### config.mk
export PLATFORM = sky130hd
export DESIGN_NAME = usb_irq_filter
export DESIGN_NICKNAME = d
export VERILOG_FILES = /design/src/rtl/usb_irq_pkg.sv /design/src/rtl/usb_irq_cfg_reg.sv /design/src/rtl/usb_irq_nak_arm.sv /design/src/rtl/usb_irq_pin_drv.sv /design/src/rtl/usb_irq_filter.sv
export SDC_FILE = /design/constraint.sdc
export NUM_CORES = 1
export LEC_CHECK = 0
export ABC_AREA = 0
export BUFFER_PORTS_ARGS = -buffer_cell sky130_fd_sc_hd__buf_2
export CAP_MARGIN = 15
export CORE_ASPECT_RATIO = 0.9
export CORE_MARGIN = 2
export CORE_UTILIZATION = 55
export CTS_BUF_LIST = sky130_fd_sc_hd__clkbuf_8 sky130_fd_sc_hd__clkbuf_16
export DETAILED_ROUTE_END_ITERATION = 8
export PLACE_DENSITY_LB_ADDON = 0.05
export SYNTH_ARGS = -nofsm -noshare
export SYNTH_HDL_FRONTEND = slang
export SYNTH_SLANG_ARGS = --single-unit
### constraint.sdc
create_clock -name clk_i -period 2.1 [get_ports clk_i]
set_clock_uncertainty 0.15 [all_clocks]
set_input_delay 0.42 -clock clk_i [delete_from_list [all_inputs] [get_ports clk_i]]
set_output_delay 0.42 -clock clk_i [all_outputs]
set_load 0.01 [all_outputs]
### src/rtl/usb_irq_pkg.sv
`timescale 1ns/1ps
package usb_irq_pkg;

  typedef enum logic [1:0] {
    HS_ACK  = 2'b00,
    HS_NAK  = 2'b01,
    HS_NYET = 2'b10,
    HS_NONE = 2'b11
  } hs_kind_e;

  // field order is the register bit order, msb first
  typedef struct packed {
    logic [1:0] ctrl_mode;
    logic [1:0] in_mode;
    logic [1:0] out_mode;
    logic       pulse_sel;
    logic       act_high;
  } irq_cfg_t;

  localparam logic [1:0] MODE_ALL_NAK = 2'b00;
  localparam logic [1:0] MODE_NO_NAK  = 2'b01;

endpackage

### src/rtl/usb_irq_cfg_reg.sv
`timescale 1ns/1ps
module usb_irq_cfg_reg
  import usb_irq_pkg::*;
(
  input  logic       clk_i,
  input  logic       rst_ni,
  input  logic       we_i,
  input  logic [7:0] wdata_i,
  output irq_cfg_t   cfg_o
);

  irq_cfg_t cfg_q;

  always_ff @(posedge clk_i or negedge rst_ni) begin
    if (!rst_ni)   cfg_q <= '0;
    else if (we_i) cfg_q <= irq_cfg_t'(wdata_i);
  end

  assign cfg_o = cfg_q;

  assert_cfg_load_R2: assert property (@(posedge clk_i) disable iff (!rst_ni)
    we_i |=> (8'(cfg_o) == $past(wdata_i)));

  assert_cfg_hold_R2: assert property (@(posedge clk_i) disable iff (!rst_ni)
    !we_i |=> $stable(cfg_o));

endmodule

### src/rtl/usb_irq_nak_arm.sv
`timescale 1ns/1ps
module usb_irq_nak_arm
  import usb_irq_pkg::*;
#(
  parameter int EP_NUM = 8,
  localparam int EP_W  = $clog2(EP_NUM),
  localparam int IDX_W = EP_W + 1,
  localparam int SLOTS = 2 * EP_NUM
) (
  input  logic            clk_i,
  input  logic            rst_ni,
  input  logic            ev_valid_i,
  input  hs_kind_e        ev_kind_i,
  input  logic [EP_W-1:0] ev_ep_i,
  input  logic            ev_in_i,
  input  logic            setup_i,
  output logic            armed_o
);

  logic [IDX_W-1:0] idx;
  logic [SLOTS-1:0] flag_q;
  logic             setup_seen_q;
  logic             ack_ev, nak_ev, ep0_ack, rearm_all;

  assign idx       = {ev_in_i, ev_ep_i};
  assign ack_ev    = ev_valid_i && (ev_kind_i == HS_ACK);
  assign nak_ev    = ev_valid_i && (ev_kind_i == HS_NAK);
  assign ep0_ack   = ack_ev && (ev_ep_i == '0);
  assign rearm_all = ep0_ack && setup_seen_q;

  // a SETUP in the same cycle as an ep0 ACK waits for the next ACK
  always_ff @(posedge clk_i or negedge rst_ni) begin
    if (!rst_ni)      setup_seen_q <= 1'b0;
    else if (setup_i) setup_seen_q <= 1'b1;
    else if (ep0_ack) setup_seen_q <= 1'b0;
  end

  for (genvar g = 0; g < SLOTS; g++) begin : g_slot
    localparam logic [IDX_W-1:0] SLOT = IDX_W'(g);
    always_ff @(posedge clk_i or negedge rst_ni) begin
      if (!rst_ni)        flag_q[g] <= 1'b0;
      else if (rearm_all) flag_q[g] <= 1'b1;
      else if (idx == SLOT) begin
        if (nak_ev)                            flag_q[g] <= 1'b0;
        else if (ack_ev && (ev_ep_i != '0))    flag_q[g] <= 1'b1;
      end
    end
  end

  assign armed_o = flag_q[idx];

  assert_nak_disarm_R5: assert property (@(posedge clk_i) disable iff (!rst_ni)
    nak_ev |=> !flag_q[$past(idx)]);

  assert_rearm_all_R6: assert property (@(posedge clk_i) disable iff (!rst_ni)
    rearm_all |=> (&flag_q));

  assert_data_ack_arm_R6: assert property (@(posedge clk_i) disable iff (!rst_ni)
    (ack_ev && (ev_ep_i != '0)) |=> flag_q[$past(idx)]);

endmodule

### src/rtl/usb_irq_pin_drv.sv
`timescale 1ns/1ps
module usb_irq_pin_drv #(
  parameter int PULSE_CYCLES = 12,
  localparam int CNT_W = $clog2(PULSE_CYCLES + 1)
) (
  input  logic clk_i,
  input  logic rst_ni,
  input  logic hit_i,
  input  logic ack_i,
  input  logic pulse_sel_i,
  input  logic act_high_i,
  output logic int_o
);

  logic             pending_q;
  logic [CNT_W-1:0] cnt_q;
  logic             active;

  // new event wins over a same-cycle acknowledge
  always_ff @(posedge clk_i or negedge rst_ni) begin
    if (!rst_ni) pending_q <= 1'b0;
    else         pending_q <= (pending_q && !ack_i) || (hit_i && !pulse_sel_i);
  end

  always_ff @(posedge clk_i or negedge rst_ni) begin
    if (!rst_ni)                  cnt_q <= '0;
    else if (cnt_q != '0)         cnt_q <= cnt_q - 1'b1;
    else if (hit_i && pulse_sel_i) cnt_q <= CNT_W'(PULSE_CYCLES);
  end

  assign active = pulse_sel_i ? (cnt_q != '0) : pending_q;
  assign int_o  = act_high_i ? active : !active;

  assert_level_set_R7: assert property (@(posedge clk_i) disable iff (!rst_ni)
    (hit_i && !pulse_sel_i) |=> pending_q);

  assert_level_clear_R7: assert property (@(posedge clk_i) disable iff (!rst_ni)
    (ack_i && !(hit_i && !pulse_sel_i)) |=> !pending_q);

  assert_pulse_count_R8: assert property (@(posedge clk_i) disable iff (!rst_ni)
    (cnt_q != '0) |=> (cnt_q == $past(cnt_q) - 1'b1));

  assert_pulse_idle_R8: assert property (@(posedge clk_i) disable iff (!rst_ni)
    ((cnt_q == '0) && !(hit_i && pulse_sel_i)) |=> (cnt_q == '0));

endmodule

### src/rtl/usb_irq_filter.sv
`timescale 1ns/1ps
module usb_irq_filter
  import usb_irq_pkg::*;
#(
  parameter int EP_NUM       = 8,
  parameter int PULSE_CYCLES = 12,
  localparam int EP_W        = $clog2(EP_NUM)
) (
  input  logic            clk_i,
  input  logic            rst_ni,
  input  logic            cfg_we_i,
  input  logic [7:0]      cfg_wdata_i,
  output logic [7:0]      cfg_o,
  input  logic            ev_valid_i,
  input  logic [1:0]      ev_kind_i,
  input  logic [EP_W-1:0] ev_ep_i,
  input  logic            ev_in_i,
  input  logic            setup_i,
  input  logic            irq_ack_i,
  output logic            int_o
);

  irq_cfg_t   cfg;
  hs_kind_e   kind;
  logic       armed, hit, ep0;
  logic [1:0] mode;

  assign kind = hs_kind_e'(ev_kind_i);
  assign ep0  = (ev_ep_i == '0);

  usb_irq_cfg_reg u_cfg (
    .clk_i   (clk_i),
    .rst_ni  (rst_ni),
    .we_i    (cfg_we_i),
    .wdata_i (cfg_wdata_i),
    .cfg_o   (cfg)
  );

  usb_irq_nak_arm #(.EP_NUM(EP_NUM)) u_arm (
    .clk_i      (clk_i),
    .rst_ni     (rst_ni),
    .ev_valid_i (ev_valid_i),
    .ev_kind_i  (kind),
    .ev_ep_i    (ev_ep_i),
    .ev_in_i    (ev_in_i),
    .setup_i    (setup_i),
    .armed_o    (armed)
  );

  // qualification uses the registered config, i.e. the pre-write value
  always_comb begin
    mode = ep0 ? cfg.ctrl_mode : (ev_in_i ? cfg.in_mode : cfg.out_mode);
    hit  = 1'b0;
    if (ev_valid_i) begin
      unique case (kind)
        HS_ACK:  hit = 1'b1;
        HS_NYET: hit = !ep0 && !ev_in_i;
        HS_NAK: begin
          if (mode == MODE_ALL_NAK)     hit = 1'b1;
          else if (mode == MODE_NO_NAK) hit = 1'b0;
          else                          hit = armed;
        end
        default: hit = 1'b0;
      endcase
    end
  end

  usb_irq_pin_drv #(.PULSE_CYCLES(PULSE_CYCLES)) u_pin (
    .clk_i       (clk_i),
    .rst_ni      (rst_ni),
    .hit_i       (hit),
    .ack_i       (irq_ack_i),
    .pulse_sel_i (cfg.pulse_sel),
    .act_high_i  (cfg.act_high),
    .int_o       (int_o)
  );

  assign cfg_o = cfg;

  assert_nyet_scope_R3: assert property (@(posedge clk_i) disable iff (!rst_ni)
    (ev_valid_i && (kind == HS_NYET) && (ep0 || ev_in_i)) |-> !hit);

  assert_idle_pin_R1: assert property (@(posedge clk_i) disable iff (!rst_ni)
    (!ev_valid_i && !cfg_we_i && !irq_ack_i && !$past(ev_valid_i) && $past(rst_ni)
     && $stable(cfg)) |=> $stable(int_o) || cfg.pulse_sel);

endmodule

==> results by group <==
Finish
  • Antenna diode count: 0
  • Post-route cell area: 1950 µm²
  • Area delta synth->final: 18.5%
  • Layout cell share with drive strength beyond 1: 0.327
  • Layout Nets: 221

Synth
  • Post-Syn Area: 1650 µm²
  • Syn Nets: 189
  • Post-synth ARST share: 1.00
  • Flops & latches, synth: 30
  • Syn. warnings: 0
  • Post-synthesis sequential area ratio: 0.455
  • Syn avg cell area: 9.76 µm²
  • Dominant cells by area after synthesis: dfrtp_1 46%, mux2_2 6.8%, a21oi_1 4.9%, nor2_1 4.1%, a31oi_1 3.8%
  • Synth cell count leaders: 30 x dfrtp_1, 18 x nor2_1, 16 x a21oi_1, 16 x nand2_1
  • Leading area contributor after synthesis: dfrtp_1
  • Distinct cells, synth: 38
  • Gate Count Post-Synth: 169
  • EDFF count, synth: 0
  • Area share of the largest cell type after synthesis: 0.455
  • Top-count cell post-synth: dfrtp_1
  • Ys flop type: dfrtp_1

Power and ir drop
  • Power Density: 900 nW/µm²
  • Leakage: 0.826 nW
  • Peak supply drop: 0.511 mV

Global route
  • Initial antenna violation count: 0
  • GRT Total Usage: 0.234
  • Largest net degree at the start of global routing: 31
  • Vias in the first global route: 1330
  • First-pass GRT wire length: 6050 µm
  • Total grt overflow: 0

Placement
  • DPL Wire Length: 2600 µm
  • I/O Buffers: 28
  • Dpl cell area: 1840 µm²
  • GPL Wtd Cong: 0.790

Worst setup path
  • CP Class: reg -> out
  • R2R depth: 5
  • CP Max Fanout: 5
  • Worst R2R Setup Slack: 280 ps
  • FF-to-FF Start: u_arm.flag_q[7]$_DFFE_PN0P_
  • FF-to-FF End: u_pin.cnt_q[3]$_DFFE_PN0P_
  • Critical path arrival: 1540 ps
  • Worst Setup Start Kind: register
  • Req. time, crit path: 1530 ps
  • Crit. End Element: primary output

Floorplan
  • Die area: 3450 µm²
  • Initial core utilization: 0.591
  • Core area: 2790 µm²
  • Io pins: 29
  • Die X-Extent: 61.7 µm
  • Chip Height: 55.9 µm
  • Site Rows: 18

Drt
  • Detailed Routing Iterations Pass 1: 4
  • Initial DRC count: 64
  • WL final: 3640 µm
  • DRC errors left: 0
  • Total number of vias: 1387
  • Antenna-violating nets left: 0
  • Via/cell ratio: 5.73
  • Detailed-route wire length per cell: 15.0 µm

STA
  • Fmax: 474 MHz
  • Total negative setup slack: -9.47 ps
  • Slew @ Worst Pin: 663 ps
  • Final min period: 2110 ps
  • Final Setup Violations: 1
  • RSZ-0062 raised after global routing: true
  • Final Hold Vio Count: 0
  • Final Max Slew Viols: 0
  • Relative slew slack: 0.558
  • Final setup margin: -9.47 ps
  • Ratio of final minimum period to clock period: 1.00

Clock network
  • Max clock buf depth: 2
  • CTS tree: done
  • CTS H-tree depth: 2
  • Total CTS buffers: 5
  • Worst-skew pair later-pin latency: 280 ps
  • Clk sinks: 30
  • Reg clk slew, reported paths: 60 ps
  • Clk Tree Root Cell: clkbuf_8

Run status
  • Violated checks: setup timing
  • Status: finished, violations left

Job
  • Max Cap Violations: 0

Min path
  • HP Class: in -> async
## worst max path at each step
| stage | slack (ps) | cells past startpoint | startpoint | end |
|---|---|---|---|---|
| 6_report | -9 | 5 | u_pin.cnt_q[1]$_DFFE_PN0P_ | int_o |
| 3_5_place_dp | 10 | 6 | ev_ep_i[1] | u_pin.cnt_q[3]$_DFFE_PN0P_ |
| 2_1_floorplan | 230 | 6 | ev_ep_i[1] | u_pin.cnt_q[2]$_DFFE_PN0P_ |
| 4_1_cts | 20 | 5 | u_pin.cnt_q[1]$_DFFE_PN0P_ | int_o |
| 3_3_place_gp | 4 | 6 | ev_ep_i[1] | u_pin.cnt_q[2]$_DFFE_PN0P_ |
| 5_1_grt | -130 | 5 | u_pin.cnt_q[1]$_DFFE_PN0P_ | int_o |
## flip-flops by register name, indices dropped and copies added (netlist names)
name and cells:
u_pin.pending_q 1, u_pin.cnt_q 4, u_arm.flag_q 16, u_arm.setup_seen_q 1, u_cfg.cfg_o 8
## metrics by stage
stage                     hold WS [ps]  setup WS (ps)  utilization  power [W]  cells
after floorplan                  -25.6            226            -    0.00110    169
after global placement             317           4.23        0.659    0.00123    233
after detailed placement           333           10.7        0.659    0.00126    233
after CTS                         39.0           22.8        0.694    0.00173    241
after global routing              79.9           -125        0.700    0.00188    242
final                             17.0          -9.47        0.700    0.00176    242
## report_power, final
group / leakage, nW / total (W) / internal (W) / switching [W]
Combinational: 0.422 / 0.000487 / 0.000248 / 0.000239
Sequential: 0.352 / 0.000807 / 0.000710 / 0.0000970
Clock: 0.0524 / 0.000465 / 0.000259 / 0.000206
Total: 0.826 / 0.00176 / 0.00122 / 0.000542
## cell families after synthesis
group	share of synthesized area
DFF	0.455
and+or+nand+nor	0.190
muxes	0.120
AOI/OAI and AO/OA	0.171
buffers and inverters	0.0584
xor gates and xnor gates	0.00531
## layout by cell type, fill, tap and decap left out, types with 2 or more instances in the layout
cell type	Yosys	routed
nand3_1	9	8
dfrtp_1	30	30
nor2b_1	6	6
a31oi_1	10	10
o21ai_0	5	4
o31ai_1	4	4
nor3_1	3	2
buf_4	3	10
nand2_1	16	16
a21oi_2	2	2
inv_1	3	4
buf_2	5	28
nor4_1	2	2
mux2_2	10	10
nor2_1	18	18
a21oi_1	16	16
mux4_1	2	2
clkbuf_8	0	6
nand3_2	1	2
## repair_timing
action	in CTS	in global routing
buffers inserted	0	1
hold buffers	0	0
pin swaps	1	3
setup endpoints to repair	1	1
resized for setup	1	3
## critical path: stages (launching register included)
cell and delay [ps]:
dfrtp_1 420, nor3_2 300, nand3_2 150, o21ai_2 100, xor2_1 150, buf_2 140
## final cells by class
class / count / area (µm²)
Clock inverter: 2 / 8.76
Clock buffer: 6 / 82.6
Tap cell: 40 / 50.0
Inverter: 3 / 11.3
Multi-Input combinational cell: 122 / 816
Fill cell: 247 / 838
Timing Repair Buffer: 39 / 235
Sequential cell: 30 / 751
## layer usage
layer  track usage  wire length [µm]  vias to the layer above
li1              -                 -                      676
met5             0                 0                        -
met3        0.0628               187                        7
met2         0.358              1740                       43
met1         0.313              1650                      661
met4        0.0912                65                        0
No activity file was read; power rests on OpenSTA's default activity.
